### src/rtl/pit_pkg.sv
// Package: shared constants and types for the periodic interrupt timer.
// Assumes a 32-bit register bus and a 3-bit word offset.
package pit_pkg;
    localparam int BUS_W  = 32;
    localparam int ADDR_W = 3;
    localparam int PRE_W  = 12;

    // Control word bit positions
    localparam int B_EN    = 0;
    localparam int B_START = 1;
    localparam int B_CIE   = 2;
    localparam int B_RLD   = 3;
    localparam int B_OW    = 4;
    localparam int B_SWR   = 5;
    localparam int B_PRE   = 6;
    localparam int B_SRC   = B_PRE + PRE_W;

    localparam logic [BUS_W-1:0] CTRL_MASK = 32'h03FF_FFFF;
    localparam logic [BUS_W-1:0] KEEP_MASK = 32'h00F0_0003;

    typedef enum logic [ADDR_W-1:0] {
        REG_CTRL  = 3'd0,
        REG_STAT  = 3'd1,
        REG_LOAD  = 3'd2,
        REG_CMP   = 3'd3,
        REG_COUNT = 3'd4
    } reg_off_e;

    typedef enum logic [1:0] {
        SRC_OFF  = 2'b00,
        SRC_MAIN = 2'b01,
        SRC_FAST = 2'b10,
        SRC_SLOW = 2'b11
    } src_sel_e;
endpackage

### src/rtl/pit_regs.sv
// Module: register file and bus decode for the periodic interrupt timer.
// Holds control, load, compare and the compare flag. It turns bus writes
// into start, overwrite and soft-reset pulses for the counter.
// Assumes at most one register is written per cycle.
module pit_regs
    import pit_pkg::*;
#(
    parameter int CNT_W = 32
) (
    input  logic              clk,
    input  logic              rst_n,
    input  logic              bus_wr,
    input  logic              bus_rd,
    input  logic [ADDR_W-1:0] bus_addr,
    input  logic [BUS_W-1:0]  bus_wdata,
    input  logic [CNT_W-1:0]  count_val,
    input  logic              cmp_hit,
    output logic [BUS_W-1:0]  ctrl_o,
    output logic [CNT_W-1:0]  load_o,
    output logic [CNT_W-1:0]  cmp_o,
    output logic              flag_o,
    output logic              start_o,
    output logic [CNT_W-1:0]  start_val_o,
    output logic              ow_o,
    output logic [CNT_W-1:0]  ow_val_o,
    output logic              srst_o,
    output logic [BUS_W-1:0]  bus_rdata
);
    logic [BUS_W-1:0] ctrl_q;
    logic [CNT_W-1:0] load_q;
    logic [CNT_W-1:0] cmp_q;
    logic             flag_q;

    logic wr_ctrl, wr_stat, wr_load, wr_cmp;
    logic [BUS_W-1:0] ctrl_wr_val;
    logic [BUS_W-1:0] ctrl_new;
    logic             swr_req;

    // Decode the write strobe into one per-register write enable.
    always_comb begin
        wr_ctrl = bus_wr && (bus_addr == REG_CTRL);
        wr_stat = bus_wr && (bus_addr == REG_STAT);
        wr_load = bus_wr && (bus_addr == REG_LOAD);
        wr_cmp  = bus_wr && (bus_addr == REG_CMP);
    end

    // Form the next control word; a soft reset keeps only the hold bits.
    always_comb begin
        ctrl_wr_val = bus_wdata & CTRL_MASK;
        swr_req     = wr_ctrl && ctrl_wr_val[B_SWR];
        ctrl_new    = swr_req ? (ctrl_wr_val & KEEP_MASK) : ctrl_wr_val;
    end

    // Derive the counter-side pulses from the bus writes.
    always_comb begin
        start_o     = wr_ctrl && !swr_req && !ctrl_q[B_EN]
                      && ctrl_new[B_EN] && ctrl_new[B_START];
        start_val_o = ctrl_new[B_RLD] ? load_q : {CNT_W{1'b1}};
        ow_o        = wr_load && ctrl_q[B_OW];
        ow_val_o    = bus_wdata[CNT_W-1:0];
        srst_o      = swr_req;
    end

    // Control, load and compare storage with soft-reset handling.
    always_ff @(posedge clk) begin
        if (!rst_n) begin
            ctrl_q <= '0;
            load_q <= {CNT_W{1'b1}};
            cmp_q  <= '0;
        end else begin
            if (wr_ctrl) ctrl_q <= ctrl_new;
            if (swr_req) begin
                load_q <= {CNT_W{1'b1}};
                cmp_q  <= '0;
            end else begin
                if (wr_load) load_q <= bus_wdata[CNT_W-1:0];
                if (wr_cmp)  cmp_q  <= bus_wdata[CNT_W-1:0];
            end
        end
    end

    // Sticky compare flag: a hit wins over a write-1-to-clear.
    always_ff @(posedge clk) begin
        if (!rst_n)                           flag_q <= 1'b0;
        else if (swr_req)                     flag_q <= 1'b0;
        else if (cmp_hit)                     flag_q <= 1'b1;
        else if (wr_stat && bus_wdata[0])     flag_q <= 1'b0;
    end

    // Read mux, returning zero outside the map or without a strobe.
    always_comb begin
        bus_rdata = '0;
        if (bus_rd) begin
            case (bus_addr)
                REG_CTRL:  bus_rdata = ctrl_q;
                REG_STAT:  bus_rdata = {{(BUS_W-1){1'b0}}, flag_q};
                REG_LOAD:  bus_rdata = BUS_W'(load_q);
                REG_CMP:   bus_rdata = BUS_W'(cmp_q);
                REG_COUNT: bus_rdata = BUS_W'(count_val);
                default:   bus_rdata = '0;
            endcase
        end
    end

    assign ctrl_o = ctrl_q;
    assign load_o = load_q;
    assign cmp_o  = cmp_q;
    assign flag_o = flag_q;

    // a compare hit always leaves the flag set next cycle.
    assert_hit_sets_flag_R9: assert property (@(posedge clk) disable iff (!rst_n)
        cmp_hit && !swr_req |=> flag_q);

    // the flag only drops on a write of 1 to status or a soft reset.
    assert_flag_sticky_R9: assert property (@(posedge clk) disable iff (!rst_n)
        flag_q && !(wr_stat && bus_wdata[0]) && !swr_req |=> flag_q);

    // soft reset leaves status, compare and load at their reset values.
    assert_soft_reset_R12: assert property (@(posedge clk) disable iff (!rst_n)
        swr_req |=> (!flag_q && cmp_q == '0 && load_q == {CNT_W{1'b1}}));
endmodule

### src/rtl/pit_prescaler.sv
// Module: source selection and divide-by-(N+1) tick generation.
// Picks one clock-enable input and emits one tick every div+1 pulses.
// Assumes the enable inputs are single-cycle pulses synchronous to clk.
module pit_prescaler
    import pit_pkg::*;
#(
    parameter int DIV_W = PRE_W,
    parameter int N_SRC = 3
) (
    input  logic             clk,
    input  logic             rst_n,
    input  logic             enable,
    input  logic [1:0]       src,
    input  logic [N_SRC-1:0] pulses,
    input  logic [DIV_W-1:0] div,
    output logic             tick
);
    logic             sel_pulse;
    logic             run;
    logic [DIV_W-1:0] phase_q;

    // Select the enable pulse named by the source field; 00 selects none.
    always_comb begin
        sel_pulse = 1'b0;
        for (int i = 0; i < N_SRC; i++) begin
            if (src == 2'(i + 1)) sel_pulse = pulses[i];
        end
    end

    // Run only when enabled with a real source; fire at the end of a phase.
    always_comb begin
        run  = enable && (src != SRC_OFF);
        tick = run && sel_pulse && (phase_q >= div);
    end

    // Phase counter; restarts whenever the timer is idle.
    always_ff @(posedge clk) begin
        if (!rst_n)          phase_q <= '0;
        else if (!run)       phase_q <= '0;
        else if (sel_pulse)  phase_q <= (phase_q >= div) ? '0 : phase_q + 1'b1;
    end

    // the off source never yields a tick.
    assert_off_no_tick_R3: assert property (@(posedge clk) disable iff (!rst_n)
        (src == SRC_OFF) |-> !tick);

    // with a non-zero divisor, two ticks are never back to back.
    assert_divide_spacing_R4: assert property (@(posedge clk) disable iff (!rst_n)
        tick && (div != '0) && $stable(div) |=> !tick);
endmodule

### src/rtl/pit_counter.sv
// Module: the down-counter and its compare detector.
// Applies, in priority order, soft reset, enable-start load, bus overwrite
// and a prescaled step. Flags a compare hit only when a step lands on the
// compare value.
module pit_counter #(
    parameter int CNT_W = 32
) (
    input  logic             clk,
    input  logic             rst_n,
    input  logic             tick,
    input  logic             reload_mode,
    input  logic [CNT_W-1:0] load_val,
    input  logic [CNT_W-1:0] cmp_val,
    input  logic             start,
    input  logic [CNT_W-1:0] start_val,
    input  logic             ow,
    input  logic [CNT_W-1:0] ow_val,
    input  logic             srst,
    output logic [CNT_W-1:0] count,
    output logic             cmp_hit
);
    localparam logic [CNT_W-1:0] ALL_ONES = {CNT_W{1'b1}};

    logic [CNT_W-1:0] count_q;
    logic [CNT_W-1:0] step_val;
    logic             step_ok;

    // Value after one step: decrement, reload or wrap.
    always_comb begin
        if (count_q == '0) step_val = reload_mode ? load_val : ALL_ONES;
        else               step_val = count_q - 1'b1;
        step_ok = tick && !srst && !start && !ow;
        cmp_hit = step_ok && (step_val == cmp_val);
    end

    // Count register update by priority.
    always_ff @(posedge clk) begin
        if (!rst_n)       count_q <= '0;
        else if (srst)    count_q <= '0;
        else if (start)   count_q <= start_val;
        else if (ow)      count_q <= ow_val;
        else if (tick)    count_q <= step_val;
    end

    assign count = count_q;

    // a step from a non-zero count lowers it by one.
    assert_step_down_R5: assert property (@(posedge clk) disable iff (!rst_n)
        step_ok && count_q != '0 |=> count_q == $past(count_q) - 1'b1);

    // a step from zero in reload mode takes the load value.
    assert_reload_R5: assert property (@(posedge clk) disable iff (!rst_n)
        step_ok && count_q == '0 && reload_mode |=> count_q == $past(load_val));

    // a step from zero in free-run mode wraps to all ones.
    assert_wrap_R6: assert property (@(posedge clk) disable iff (!rst_n)
        step_ok && count_q == '0 && !reload_mode |=> count_q == ALL_ONES);

    // without a step or bus load the count holds.
    assert_hold_R11: assert property (@(posedge clk) disable iff (!rst_n)
        !tick && !srst && !start && !ow |=> $stable(count_q));

    // a compare hit requires a step in the same cycle.
    assert_hit_needs_step_R9: assert property (@(posedge clk) disable iff (!rst_n)
        cmp_hit |-> tick);
endmodule

### src/rtl/periodic_irq_timer.sv
// Module: top of the periodic interrupt timer.
// Wires the register file, the prescaler and the counter together, and
// gates the interrupt. Assumes CNT_W is at most the 32-bit bus width.
module periodic_irq_timer
    import pit_pkg::*;
#(
    parameter int CNT_W = 32
) (
    input  logic              clk,
    input  logic              rst_n,
    input  logic              src_main_en,
    input  logic              src_fast_en,
    input  logic              src_slow_en,
    input  logic              bus_wr,
    input  logic              bus_rd,
    input  logic [ADDR_W-1:0] bus_addr,
    input  logic [BUS_W-1:0]  bus_wdata,
    output logic [BUS_W-1:0]  bus_rdata,
    output logic              irq
);
    localparam int N_SRC = 3;

    logic [BUS_W-1:0] ctrl;
    logic [CNT_W-1:0] load_val, cmp_val, count, start_val, ow_val;
    logic             flag, start, ow, srst, tick, cmp_hit;
    logic [N_SRC-1:0] pulses;

    // Gather the clock-enable inputs in source-code order.
    assign pulses = {src_slow_en, src_fast_en, src_main_en};

    pit_regs #(.CNT_W(CNT_W)) u_regs (
        .clk         (clk),
        .rst_n       (rst_n),
        .bus_wr      (bus_wr),
        .bus_rd      (bus_rd),
        .bus_addr    (bus_addr),
        .bus_wdata   (bus_wdata),
        .count_val   (count),
        .cmp_hit     (cmp_hit),
        .ctrl_o      (ctrl),
        .load_o      (load_val),
        .cmp_o       (cmp_val),
        .flag_o      (flag),
        .start_o     (start),
        .start_val_o (start_val),
        .ow_o        (ow),
        .ow_val_o    (ow_val),
        .srst_o      (srst),
        .bus_rdata   (bus_rdata)
    );

    pit_prescaler #(.DIV_W(PRE_W), .N_SRC(N_SRC)) u_presc (
        .clk    (clk),
        .rst_n  (rst_n),
        .enable (ctrl[B_EN]),
        .src    (ctrl[B_SRC +: 2]),
        .pulses (pulses),
        .div    (ctrl[B_PRE +: PRE_W]),
        .tick   (tick)
    );

    pit_counter #(.CNT_W(CNT_W)) u_cnt (
        .clk         (clk),
        .rst_n       (rst_n),
        .tick        (tick),
        .reload_mode (ctrl[B_RLD]),
        .load_val    (load_val),
        .cmp_val     (cmp_val),
        .start       (start),
        .start_val   (start_val),
        .ow          (ow),
        .ow_val      (ow_val),
        .srst        (srst),
        .count       (count),
        .cmp_hit     (cmp_hit)
    );

    // Level interrupt gated by compare-interrupt-enable and timer enable.
    always_comb begin
        irq = flag && ctrl[B_CIE] && ctrl[B_EN];
    end

    // clearing the timer enable drops the interrupt in the same cycle.
    assert_irq_off_when_disabled_R10: assert property (@(posedge clk) disable iff (!rst_n)
        $fell(ctrl[B_EN]) |-> !irq);
endmodule

### config.mk
export PLATFORM = sky130hd
export DESIGN_NAME = periodic_irq_timer
export DESIGN_NICKNAME = d
export VERILOG_FILES = /design/src/rtl/pit_pkg.sv /design/src/rtl/pit_regs.sv /design/src/rtl/pit_prescaler.sv /design/src/rtl/pit_counter.sv /design/src/rtl/periodic_irq_timer.sv
export SDC_FILE = /design/constraint.sdc
export NUM_CORES = 1
export LEC_CHECK = 0
export ABC_AREA = 1
export BUFFER_PORTS_ARGS = -buffer_cell sky130_fd_sc_hd__buf_2
export CAP_MARGIN = 20
export CORE_UTILIZATION = 55
export CTS_CLUSTER_DIAMETER = 40
export CTS_CLUSTER_SIZE = 8
export DETAILED_ROUTE_END_ITERATION = 12
export GPL_TIMING_DRIVEN = 0
export PLACE_DENSITY_LB_ADDON = 0.3
export SETUP_SLACK_MARGIN = 0.2
export SKIP_CTS_REPAIR_TIMING = 1
export SYNTH_ARGS = -nofsm -noshare
export SYNTH_HDL_FRONTEND = slang
export SYNTH_SLANG_ARGS = --single-unit
### constraint.sdc
create_clock -name clk -period 1.8 [get_ports clk]
set_clock_uncertainty 0.05 [all_clocks]
set_input_delay 0.18 -clock clk [delete_from_list [all_inputs] [get_ports clk]]
set_output_delay 0.18 -clock clk [all_outputs]
set_load 0.01 [all_outputs]
### Word-level counts from Yosys, hierarchy flattened

Cells that the tools add are included.

* input bits: 42
* output and inout port bits: 33
* flip-flop bits (word level): 141
* word-level logic and storage cells: 64

* eq/ne operators: 8
* bitwise logic cells: 1
* muxes and demuxes: 15
* add/subtract/negate cells: 2
* reductions and logical operators: 31
* $lt $le $gt $ge: 1

Operators with widths (count)
* 2-to-1 mux 32 bit: 7
* one-hot mux 32 bit (5 select lines): 1
* == test 32 bit: 1
* logical NOT 32 bit: 1
* subtractor 32 x 1 -> 32 bit (second input constant): 1
* 2-to-1 mux 26 bit: 1
* logical AND 1 bit: 20
* adder 12 x 1 -> 12 bit (second input constant): 1
* greater-or-equal comparator 12 bit: 1
* 2-to-1 mux 12 bit: 1
* == test 3 x 2 -> 1 bit (second input constant): 2
* 2-to-1 mux 1 bit: 5
* == test 2 bit (second input constant): 2
* logical NOT 1 bit: 4
* nonzero test 2 bit: 2
* == test 3 x 1 -> 1 bit (second input constant): 1
* == test 3 bit (second input constant): 1
* logical NOT 3 bit: 1
* nonzero test 3 bit: 1
* == test 2 x 1 -> 1 bit (second input constant): 1
* AND reduction 2 bit: 1
* OR reduction 2 bit: 1
* inverter 1 bit: 1

### Depth between registers and ports, before layout

Gate-level depths: netlist (run 1).

* word-level depth: 13
* gate-level depth with buffers: 19
* depth with buffers taken out: 18

### Cells and area by module

A second synthesis (run 1) with hierarchy kept.

* cells, all modules: 1707
* area, all modules: 9979.6 um^2

Modules (own cells, without submodules)
* pit_regs: cells each 811, area each 5022.3 um^2, instances 1, seq. area each 1821.7 um^2
* pit_counter: cells each 730, area each 3943.8 um^2, instances 1, seq. area each 640.6 um^2
* pit_prescaler: cells each 163, area each 999.7 um^2, instances 1, seq. area each 240.2 um^2
* periodic_irq_timer: cells each 3, area each 13.8 um^2, instances 1, seq. area each 0.0 um^2

### Worst setup path before layout (run 1)

OpenSTA, ideal clock, no wires.

* path type: register to register
* start: reg u_cnt.count_q[0], in the netlist u_cnt.count[0]
* end: reg u_regs.flag_q, in the netlist u_regs.flag_o
* data required time: 1.619 ns
* cell stages (with the launch flop): 18
* data arrival time: 1.838 ns
* buffers on the path: 1
* path slack: -0.218 ns
* library setup time: 0.131 ns
* clock period less this slack: 2.018 ns
* cells stage by stage: dfxtp_1 > inv_1 > ha_1 > nand2_1 > nor2_2 > nand2_4 > inv_1 > nand2_1 > buf_6 > nand2_1 > nand2_1 > or2_2 > nand2_1 > nor2_1 > nand3_1 > nor2_1 > nand3_1 > a21oi_2

* longest elaborated chain between the ends: 5
* elaborated cells between the ends (all ways): 7
* classes of those cells: add/sub: 1; eq/ne: 1; mux: 2; reduce/logical: 3

RTL lines
* start, declared: line pit_counter.sv:24 `logic [CNT_W-1:0] count_q;`
* start signal, assigned: line pit_counter.sv:40 `else if (start) count_q <= start_val;`
* start signal, assigned: line pit_counter.sv:41 `else if (ow) count_q <= ow_val;`
* start signal, assigned: line pit_counter.sv:42 `else if (tick) count_q <= step_val;`
* subtractor 32 x 1 -> 32 bit / logical NOT 32 bit (equally long branches): line pit_counter.sv:31, pit_counter.sv:30
* 2-to-1 mux 32 bit (*): line pit_counter.sv:30 `if (count_q == '0) step_val = reload_mode ? load_val : ALL_ONES;`
* == test 32 bit (*): line pit_counter.sv:33 `cmp_hit = step_ok && (step_val == cmp_val);`
* logical AND 1 bit (*): line pit_counter.sv:33
* 2-to-1 mux 1 bit / nonzero test 2 bit (equally long branches)
* end signal, assigned: line pit_regs.sv:85 `else if (swr_req) flag_q <= 1'b0;`
* end signal, assigned: line pit_regs.sv:86 `else if (cmp_hit) flag_q <= 1'b1;`
* end signal, assigned: line pit_regs.sv:87 `else if (wr_stat && bus_wdata[0]) flag_q <= 1'b0;`
* end, declared: line pit_regs.sv:32 `logic flag_q;`

Every way passes the cells marked *; elsewhere a longest branch is shown, timed or not.
A chain may end at the register's enable or synchronous reset.

### Final worst setup path (run 1)

* start: reg u_cnt.count_q[12], in the netlist u_cnt.count[12]
* end: reg u_regs.flag_q, in the netlist u_regs.flag_o

Same word-level chain as after synthesis.

==> results of run 1 <==
-- cell type report --
class,count,area share (%)
clock inverters,15,1.27
plain buffers,63,3.87
repair buffers,136,8.03
multi-input cells,980,52.2
well taps,211,2.16
flip-flops and latches,135,23.1
clock buffers,17,3.49
inverters,175,5.92
-- sequential cells by signal, summed over array words and instances (netlist names) --
name / cells
u_cnt.count: 32
u_regs.cmp_o: 32
u_presc.phase_q: 12
u_regs.flag_o: 1
u_regs.ctrl_o: 26
u_regs.load_o: 32
-- power groups by stage --
stage               clock network, mW  registers (mW)  logic (mW)
floorplan                           0            3.16       0.986
global placement                    0            3.18        1.47
detailed placement                  0            3.18        1.48
CTS                              3.47            3.12        1.49
global route                     3.60            3.12        2.16
finish                           3.52            3.12        2.08
-- layer usage --
metal | routed length (um) | vias up | part of all wire (%)
li1 | - | 4866 | -
met1 | 14600 | 5020 | 37
met2 | 16900 | 842 | 43
met3 | 5300 | 187 | 14
met4 | 2200 | 2 | 5.6
met5 | 45 | - | 0.12
-- Yosys cell counts, types with 16 or more instances --
master	instances	area [sq um]
nand2_1	333	1250
inv_1	164	616
o211ai_1	41	308
a21oi_1	91	455
nor2_1	158	593
a211oi_1	19	143
nand2_2	16	100
o221ai_1	17	149
a221oi_1	26	228
o21ai_0	64	320
nand3_1	74	370
clkbuf_1	52	195
o22ai_1	38	238
dfxtp_1	135	2700
-- per-stage QoR --
stage	instance area (sq um)	power (mW)	TNS [ns]	setup WS (ns)	instances
floorplan	8930	4.15	-0.0877	-0.0877	1353
global placement	9570	4.65	-64.45	-0.908	1638
detailed placement	9570	4.66	-68.69	-0.895	1638
CTS	10100	8.08	-27.60	-0.914	1670
global route	12200	8.88	-11.12	-0.760	1732
finish	12200	8.71	-9.11	-0.697	1732
-- how the worst max path moves through the flow --
stage	startpoint	end	cells after the start	slack, ns
6_report	u_cnt.count[12]$_SDFFE_PP0P_	u_regs.flag_o$_SDFFE_PP0P_	16	-0.70
5_1_grt	u_cnt.count[2]$_SDFFE_PP0P_	u_regs.flag_o$_SDFFE_PP0P_	16	-0.76
4_1_cts	u_cnt.count[22]$_SDFFE_PP0P_	u_regs.flag_o$_SDFFE_PP0P_	15	-0.91
3_5_place_dp	u_cnt.count[22]$_SDFFE_PP0P_	u_regs.flag_o$_SDFFE_PP0P_	15	-0.90
3_3_place_gp	u_cnt.count[22]$_SDFFE_PP0P_	u_regs.flag_o$_SDFFE_PP0P_	15	-0.91
2_1_floorplan	u_cnt.count[11]$_SDFFE_PP0P_	u_regs.flag_o$_SDFFE_PP0P_	14	-0.09
-- critical path: cells and delay by family (launching register included) --
kind | cells | cell delay [ns]
buffers and inverters | 2 | 0.26
AND/OR/NAND/NOR | 13 | 1.57
AO/OA/AOI/OAI | 1 | 0.15
flip-flops | 1 | 0.38
-- cells by family (layout without fill, tap and decap cells) --
group                      Yosys count  after routing
and+or+nand+nor                    637            637
AOI/OAI and AO/OA                  315            315
buffers and inverters              238            406
adders and majority gates           15             15
xor gates and xnor gates            13             13
DFF                                135            135
==> out/results.ini, run 1 <==
[pwr]
p_sw_mw = 2.90
p_int_mw = 5.81
seqPwrFrac_pct = 35.8
switching_share_pct = 33.3
ir_drop_v = 0.000782
combinationalPowerShare_pct = 23.8
pwr-share-clk_pct = 40.4
power.density_mw_per_mm2 = 714
p_leak_nw = 5.32

[timing]
post-route-period-util_pct = 139
tightest_slew_ns = 0.936
hold_viol = 12
slew_headroom_pct = 37.6
drv_slew = 0
final.min_clock_period_ns = 2.50
finalSetupViolCount = 38
whs_ns = -0.0174
worst_slack_ns = -0.697
max_freq_ghz = 0.400
rsz0062_at_grt = true

[worst_setup_path]
critPathLaunchType = flip-flop
cpMaxStageDelayCell = dfxtp_2
rr_worst_depth = 16
worstPathCellList = nor2_2 -> nand2_2 -> nor2_8 -> nand2_2 -> nor2_4 -> buf_12 -> nand2_4 -> inv_8 -> nand2_1 -> nand3b_1 -> nand2_1 -> nor2_2 -> nand3_2 -> nor2_1 -> nand3_1 -> a21oi_2
cp.arrival_ns = 2.81
r2r_start = u_cnt.count[12]$_SDFFE_PP0P_
cp-end-kind = flip-flop
worstSetupPathType = flip-flop to flip-flop
cpPeakStageDelay_ns = 0.38
r2r_end = u_regs.flag_o$_SDFFE_PP0P_
rrSetupSlack_ns = -0.70
crit_path_max_fanout = 10
worstPathRequired_ns = 2.11

[placed_design]
gp_congestion = 1.00
numPortBuffers = 74
dp_hpwl_mm = 27.0

[cells_and_area]
final_common_cell = nand2_1
num-fill-cells = 1053
final_util_pct = 79.9
regArea_sq_mm = 0.00281
fin_nets = 1565
diodes = 0
area_growth_pct = 41.1
multi_input_area_sq_mm = 0.00637
final_cell_mix = nand2_1 (304), nor2_1 (120), inv_1 (119)
drive_gt1_share_pct = 35.6

[global_route]
grt_pass1_wl_mm = 51.7
grt_start_max_net_pins = 17
gr-total-overflow = 0
grt_use_met1_pct = 57.9
grt_util_all_layers_pct = 43.7
use_met2_pct = 64.9
grt_use_met3_pct = 12.1
grt_pass1_vias = 9019
gr-max-usage-layer = met2
antenna_found_initial = 0

[drt]
ant_nets = 0
drtIter0Drc = 1412
via_per_inst = 6.30
wirelength_mm = 39.1
route.detailed.drc = 0
vias = 10900
first_pass_iters = 6
wl_per_cell_um = 22.6

[flow_run]
maxCapViolations = 0

[hold_path]
worstHoldStart = bus_wdata[24]
hp-class = primary input to flip-flop
whs_path_depth = 3
hold-path-endpoint = u_regs.cmp_o[24]$_SDFFE_PP0P_

[synthesis]
synth_area_per_cell_sq_um = 6.39
synth_area_sq_mm = 0.00864
synth.area.mux_share_pct = 0
synth_top_family_by_area = simple AND/OR/NAND/NOR gates
ys_warn_count = 0
netlist_instances = 1353
synth_edf_count = 0
ys_ff_latch = 135
ys.flop_type = dfxtp_1
synthXorXnorAreaFrac_pct = 1.32
synthArstFlopShare_pct = 0
synthAdderAreaFrac_pct = 2.17
synth_cell_types = 43
synth_nets = 1410
yosysSeqAreaShare_pct = 31.3
synth_compound_area_share_pct = 22.7
yosys.area_share.simple_pct = 31.9

[floorplan]
initial_core_util_pct = 56.7
io_pins = 75
num_rows = 45
dieHeight_um = 127
die-area_sq_mm = 0.0162
die_w_um = 127
core_sq_mm = 0.0153

[clock_network]
htreeDepth = 4
clkLatencyLatePin_ns = 0.43
clk_pin_slew_worst_paths_ns = 0.06
cts_buffer_depth = 2
cts.sinks = 135
root_buffer = clkbuf_16
tritoncts = done
cts_made_buffers = 17

[run_status]
failed_checks = hold timing, setup timing
status = complete, but fails checks

No activity file was read; power rests on OpenSTA's default activity.
==> run 2: changes to the inputs <==
--- a/config.mk
+++ b/config.mk
@@ -8,7 +8,10 @@
 export ABC_AREA = 1
 export BUFFER_PORTS_ARGS = -buffer_cell sky130_fd_sc_hd__buf_2
 export CAP_MARGIN = 20
-export CORE_UTILIZATION = 55
+export CELL_PAD_IN_SITES_DETAIL_PLACEMENT = 1
+export CELL_PAD_IN_SITES_GLOBAL_PLACEMENT = 1
+export CORE_MARGIN = 4
+export CORE_UTILIZATION = 39
 export CTS_CLUSTER_DIAMETER = 40
 export CTS_CLUSTER_SIZE = 8
 export DETAILED_ROUTE_END_ITERATION = 12
==> out/results.ini, run 2 (synthesis gave the netlist of run 1 again) <==
[run_status]
status = complete, but fails checks
failed_checks = hold timing, setup timing

[floorplan]
core_sq_mm = 0.0218  ; +43%
die_w_um = 157  ; +23%
num_rows = 54  ; +20%
dieHeight_um = 157  ; +23%
initial_core_util_pct = 39.6  ; -17 points
die-area_sq_mm = 0.0246  ; +52%
io_pins = 75  ; unchanged

[worst_setup_path]
worstSetupStartpoint = u_cnt.count[26]$_SDFFE_PP0P_
cpPeakStageDelay_ns = 0.35  ; -0.03 ns
cp-end-kind = flip-flop
worstPathRequired_ns = 2.13  ; +0.02 ns
cp_top_family = simple AND/OR/NAND/NOR gates
critPathCapture = u_regs.flag_o$_SDFFE_PP0P_
path_depth = 17  ; +1
cpMaxStageDelayCell = dfxtp_1
rr_worst_depth = 17  ; +1
r2r_end = u_regs.flag_o$_SDFFE_PP0P_
r2r_start = u_cnt.count[26]$_SDFFE_PP0P_
rrSetupSlack_ns = -0.75  ; -0.05 ns
crit_path_max_fanout = 6  ; -4
worstSetupPathType = flip-flop to flip-flop
critPathLaunchType = flip-flop
cp.arrival_ns = 2.87  ; +0.06 ns
crit_buf_inv = 2  ; unchanged
worstPathCellList = nor2_2 -> nand2_2 -> nor2_4 -> nand2_4 -> nor2_8 -> buf_12 -> buf_12 -> nand3_2 -> nand2_2 -> nand2_1 -> nand2_1 -> nand2_1 -> nor2_2 -> nand3_1 -> nor2_1 -> nand3_1 -> a21oi_2
path_common_cell = nand2_1

[clock_network]
tritoncts = done
cts_made_buffers = 17  ; unchanged
root_buffer = clkbuf_16
clkLatencyLatePin_ns = 0.45  ; +0.02 ns
clk_pin_slew_worst_paths_ns = 0.07  ; about the same
htreeDepth = 4  ; unchanged
cts_buffer_depth = 2  ; unchanged
cts.sinks = 135  ; unchanged

[timing]
whs_ns = -0.0268  ; -0.00945 ns
slew_headroom_pct = 19.9  ; -18 points
tightest_slew_ns = 1.20  ; +0.266 ns
final.min_clock_period_ns = 2.55  ; +0.0488 ns
tns_ns = -10.92  ; -1.80 ns
post-route-period-util_pct = 141  ; +2.7 points
finalSetupViolCount = 44  ; +16%
rsz0062_at_grt = true
hold_viol = 12  ; unchanged
max_freq_ghz = 0.393  ; -1.9%
worst_slack_ns = -0.746  ; -0.0488 ns
drv_slew = 0  ; unchanged

[pwr]
p_leak_nw = 5.46  ; +2.6%
power.density_mw_per_mm2 = 707  ; -1.0%
ir_drop_v = 0.000778  ; -0.53%
power_mw = 9.00  ; +3.3%

[cells_and_area]
drive_gt1_share_pct = 40.3  ; +4.6 points
area_growth_pct = 47.3
final_common_cell = nand2_1
final_cell_mix = nand2_1 (286), inv_1 (109), nor2_1 (102)
diodes = 0  ; unchanged
final_util_pct = 58.4  ; -22 points
fin_nets = 1579  ; +0.89%
fin_area_sq_mm = 0.0127  ; +4.4%

[global_route]
grt_pass1_wl_mm = 60.3  ; +16%
grt_util_all_layers_pct = 32.6  ; -11 points
antenna_found_initial = 0  ; unchanged
gr-total-overflow = 0  ; unchanged
grt_start_max_net_pins = 17  ; unchanged
grt_pass1_vias = 10200  ; +13%

[drt]
ant_nets = 0  ; unchanged
wirelength_mm = 48.1  ; +23%
wl_per_cell_um = 26.5  ; +17%
first_pass_iters = 8  ; +2
route.detailed.drc = 0  ; unchanged
via_per_inst = 6.27  ; -0.60%
drtIter0Drc = 1247  ; -12%
vias = 11400  ; +4.2%

[placed_design]
post_dp_cell_area_sq_mm = 0.00965  ; +0.90%
dp_hpwl_mm = 31.4  ; +16%
gp_congestion = 0.979  ; -2.1%
numPortBuffers = 74  ; unchanged
pre_cts_ws_ns = -1.01  ; -0.114 ns

[hold_path]
hp-class = primary input to flip-flop

[flow_run]
maxCapViolations = 0  ; unchanged

## run 2: cell types whose count changed in the layout (fill, tap and decap cells not counted), moves of 10 or more
cell | previous run | this run
nand2_1 | 304 | 286
nor2_1 | 120 | 102
nor2_2 | 14 | 27
buf_4 | 45 | 55
inv_1 | 119 | 109
nand2_4 | 10 | 20
## run 2: worst min path at each step
stage,startpoint,end,slack (ns),depth (start not counted)
after floorplan,bus_wdata[0],u_regs.load_o[0]$_SDFFE_PP1P_,0.27,2
after global placement,bus_wdata[30],u_regs.cmp_o[30]$_SDFFE_PP0P_,0.40,3
after detailed placement,bus_wdata[22],u_regs.cmp_o[22]$_SDFFE_PP0P_,0.41,3
after CTS,bus_wdata[22],u_regs.cmp_o[22]$_SDFFE_PP0P_,-0.05,3
after global routing,bus_wdata[28],u_regs.cmp_o[28]$_SDFFE_PP0P_,-0.01,3
final,bus_wdata[28],u_regs.cmp_o[28]$_SDFFE_PP0P_,-0.03,3
## run 2: power by group
| part | total [mW] | internal [mW] | leakage [nW] | switching, mW |
|---|---|---|---|---|
| Combinational | 2.32 | 0.825 | 4.06 | 1.50 |
| Sequential | 3.12 | 3.03 | 1.12 | 0.0870 |
| Clock | 3.56 | 1.95 | 0.281 | 1.61 |
| Total | 9.00 | 5.81 | 5.46 | 3.20 |
## run 2: layer usage
| metal | vias to the layer above | global-route usage [%] | share of wire, % |
|---|---|---|---|
| li1 | 4881 | - | - |
| met1 | 5523 | 42.5 | 38 |
| met2 | 717 | 51.9 | 46 |
| met3 | 248 | 7.33 | 10 |
| met4 | 2 | 13.9 | 6.1 |
| met5 | - | 0 | 0.042 |
## run 2: area by class of cell
type                            count  area (sq um)
Fill cell                        2696          9090
Buffer                             63           478
Clock buffer                       18           439
Inverter                          175           743
Tap cell                          280           350
Timing Repair Buffer              149          1090
Sequential cell                   135          2820
Clock inverter                     14           124
Multi-Input combinational cell    980          6670
Timing Repair inverter              1          16.3
## run 2: metrics by stage
stage                     hold WS, ns  std cells
after global routing          -0.0122       1815
after global placement          0.397       1707
after CTS                     -0.0497       1739
final                         -0.0268       1815
after floorplan                 0.273       1353
after detailed placement        0.407       1707
## run 2: worst reg2reg max path: stages, from the launching register on
cell and delay [ns]:
dfxtp_1 0.35, nor2_2 0.17, nand2_2 0.15, nor2_4 0.16, nand2_4 0.08, nor2_8 0.21, buf_12 0.17, buf_12 0.13
nand3_2 0.09, nand2_2 0.09, nand2_1 0.06, nand2_1 0.07, nand2_1 0.08, nor2_2 0.13, nand3_1 0.12, nor2_1 0.10
nand3_1 0.13, a21oi_2 0.15
==> run 3: changes to the inputs <==
--- a/config.mk
+++ b/config.mk
@@ -11,14 +11,15 @@
 export CELL_PAD_IN_SITES_DETAIL_PLACEMENT = 1
 export CELL_PAD_IN_SITES_GLOBAL_PLACEMENT = 1
 export CORE_MARGIN = 4
-export CORE_UTILIZATION = 39
+export CORE_UTILIZATION = 38
 export CTS_CLUSTER_DIAMETER = 40
 export CTS_CLUSTER_SIZE = 8
 export DETAILED_ROUTE_END_ITERATION = 12
 export GPL_TIMING_DRIVEN = 0
-export PLACE_DENSITY_LB_ADDON = 0.3
+export PLACE_DENSITY_LB_ADDON = 0.1
 export SETUP_SLACK_MARGIN = 0.2
 export SKIP_CTS_REPAIR_TIMING = 1
 export SYNTH_ARGS = -nofsm -noshare
 export SYNTH_HDL_FRONTEND = slang
+export SYNTH_HIERARCHICAL = 1
 export SYNTH_SLANG_ARGS = --single-unit
==> out/results.ini, run 3 <==
[cells_and_area]
final_util_pct = 51.8  ; -6.6 points
final_common_cell = nand2_1
area_growth_pct = 32.8
drive_gt1_share_pct = 32.1  ; -8.2 points
final_cell_mix = nand2_1 (570), nor2_1 (159), inv_1 (122)
diodes = 0  ; unchanged
fin_nets = 1899  ; +20%

[pwr]
seqPwrFrac_pct = 36.0  ; +1.3 points
power.density_mw_per_mm2 = 657  ; -7.0%
pwr-share-clk_pct = 42.5  ; +3.0 points
p_int_mw = 5.72  ; -1.5%
p_sw_mw = 2.95  ; -7.8%
switching_share_pct = 34.0  ; -1.5 points
combinationalPowerShare_pct = 21.5  ; -4.3 points
ir_drop_v = 0.000484  ; -38%
power_mw = 8.67  ; -3.8%
p_leak_nw = 6.10  ; +12%

[worst_setup_path]
worstSetupStartpoint = u_regs/ctrl_o[14]$_SDFFE_PN0N_
worstSetupPathType = flip-flop to flip-flop
r2r_start = u_regs/ctrl_o[14]$_SDFFE_PN0N_
critPathLaunchType = flip-flop
cp.arrival_ns = 3.23  ; +0.36 ns
worstPathRequired_ns = 2.10  ; -0.03 ns
crit_path_max_fanout = 2  ; -4
cp-end-kind = flip-flop

[floorplan]
io_pins = 75  ; unchanged
num_rows = 58  ; +7.4%
core_sq_mm = 0.0255  ; +17%
initial_core_util_pct = 39.0  ; -0.62 points
die-area_sq_mm = 0.0288  ; +17%
dieHeight_um = 170  ; +8.1%
die_w_um = 170  ; +8.1%

[clock_network]
clkLatencyLatePin_ns = 0.44  ; about the same
cts_buffer_depth = 2  ; unchanged
tritoncts = done
htreeDepth = 4  ; unchanged
cts.sinks = 135  ; unchanged
root_buffer = clkbuf_16
clk_pin_slew_worst_paths_ns = 0.07  ; about the same
cts_made_buffers = 17  ; unchanged

[drt]
drtIter0Drc = 1001  ; -20%
route.detailed.drc = 0  ; unchanged
wl_per_cell_um = 21.8  ; -18%
first_pass_iters = 6  ; -2
ant_nets = 0  ; unchanged
wirelength_mm = 47.7  ; -0.91%
via_per_inst = 5.54  ; -12%
vias = 12100  ; +6.5%

[placed_design]
dp_hpwl_mm = 35.1  ; +12%
numPortBuffers = 73  ; -1.4%
gp_congestion = 0.927  ; -5.4%

[synthesis]
synth_nets = 1757  ; +25%
netlist_instances = 1700  ; +26%
synth_area_sq_mm = 0.00993  ; +15%
ys_warn_count = 6  ; +6
synth_area_per_cell_sq_um = 5.84  ; -8.6%

[global_route]
grt_util_all_layers_pct = 30.4  ; -2.2 points
grt_pass1_vias = 11800  ; +15%
gr-total-overflow = 0  ; unchanged
grt_pass1_wl_mm = 67.3  ; +12%
antenna_found_initial = 1  ; +1
grt_start_max_net_pins = 17  ; unchanged

[run_status]
status = complete, but fails checks
failed_checks = hold timing, setup timing

[hold_path]
hp-class = primary input to flip-flop
worstHoldStart = bus_wdata[23]

[timing]
rsz0062_at_grt = true
whs_ns = -0.0155  ; +0.0114 ns
worst_slack_ns = -1.13  ; -0.382 ns
drv_slew = 0  ; unchanged
hold_viol = 4  ; -8
slew_headroom_pct = 34.9  ; +15 points
final.min_clock_period_ns = 2.93  ; +0.382 ns
finalSetupViolCount = 33  ; -25%
post-route-period-util_pct = 163  ; +21 points
max_freq_ghz = 0.342  ; -13%
tightest_slew_ns = 0.974  ; -0.229 ns

[flow_run]
maxCapViolations = 0  ; unchanged

## run 3: worst max-delay path, stage by stage, from the launching register on
cell and delay (ns):
dfxtp_2 0.34, inv_1 0.08, ha_4 0.28, nand2_4 0.05
nor2_4 0.13, nand2_2 0.09, nor2_2 0.10, nand2_1 0.06
nand2_1 0.07, nand2_2 0.07, nor2_4 0.16, inv_2 0.07
nor4_4 0.28, nand3_1 0.11, nor2_1 0.13, nand3_1 0.13
nor2_1 0.16, nand3_1 0.10, nor2_2 0.18, inv_1 0.09
a21oi_2 0.13
## run 3: metrics by stage
| step | worst slack [ns] | cell area, sq um | setup TNS, ns | cells | hold slack [ns] |
|---|---|---|---|---|---|
| 2_1_floorplan | -0.382 | 10100 | -8.42 | 1700 | 0.252 |
| 5_1_grt | -1.23 | 13200 | -25.78 | 2185 | -0.00328 |
| 3_3_place_gp | -1.58 | 10900 | -63.68 | 2103 | 0.400 |
| 6_report | -1.13 | 13200 | -21.66 | 2185 | -0.0155 |
| 4_1_cts | -1.30 | 11500 | -38.74 | 2135 | -0.0553 |
| 3_5_place_dp | -1.59 | 10900 | -64.17 | 2103 | 0.409 |
## run 3: layout make-up
| type | count | area (sq um) |
|---|---|---|
| flip-flops and latches | 135 | 2900 |
| well taps | 330 | 413 |
| repair buffers | 123 | 950 |
| clock inverters | 14 | 165 |
| clock buffers | 18 | 429 |
| inverters | 153 | 599 |
| fillers | 3458 | 12300 |
| multi-input cells | 1302 | 6940 |
| plain buffers | 110 | 797 |
## run 3: path summary, 6_finish.rpt
| kind | cells past startpoint | slack [ns] | to |
|---|---|---|---|
| setup / recovery | 20 | -1.13 | u_regs/flag_o$_SDFFE_PP0P_ |
| hold / removal | 3 | -0.02 | u_regs/cmp_o[23]$_SDFFE_PP0P_ |
| setup reg to reg | 20 | -1.13 | u_regs/flag_o$_SDFFE_PP0P_ |
| hold reg to reg | 2 | 0.44 | u_regs/ctrl_o[1]$_SDFFE_PN0N_ |
## run 3: power by group through the flow
| stage | combinational [mW] | sequential, mW | clock, mW |
|---|---|---|---|
| 6_report | 1.86 | 3.12 | 3.68 |
| 5_1_grt | 2.01 | 3.13 | 3.85 |
| 4_1_cts | 1.62 | 3.14 | 3.72 |
| 3_5_place_dp | 1.61 | 3.21 | 0 |
| 3_3_place_gp | 1.57 | 3.21 | 0 |
| 2_1_floorplan | 1.07 | 3.16 | 0 |
## run 3: metal layers
| metal | vias to the layer above | part of all wire, % | track usage [%] |
|---|---|---|---|
| met2 | 460 | 48 | 49.4 |
| met1 | 5931 | 43 | 41.6 |
| met3 | 62 | 7.3 | 5.08 |
| li1 | 5659 | - | - |
| met5 | - | 0 | 0 |
| met4 | 0 | 2.0 | 8.75 |
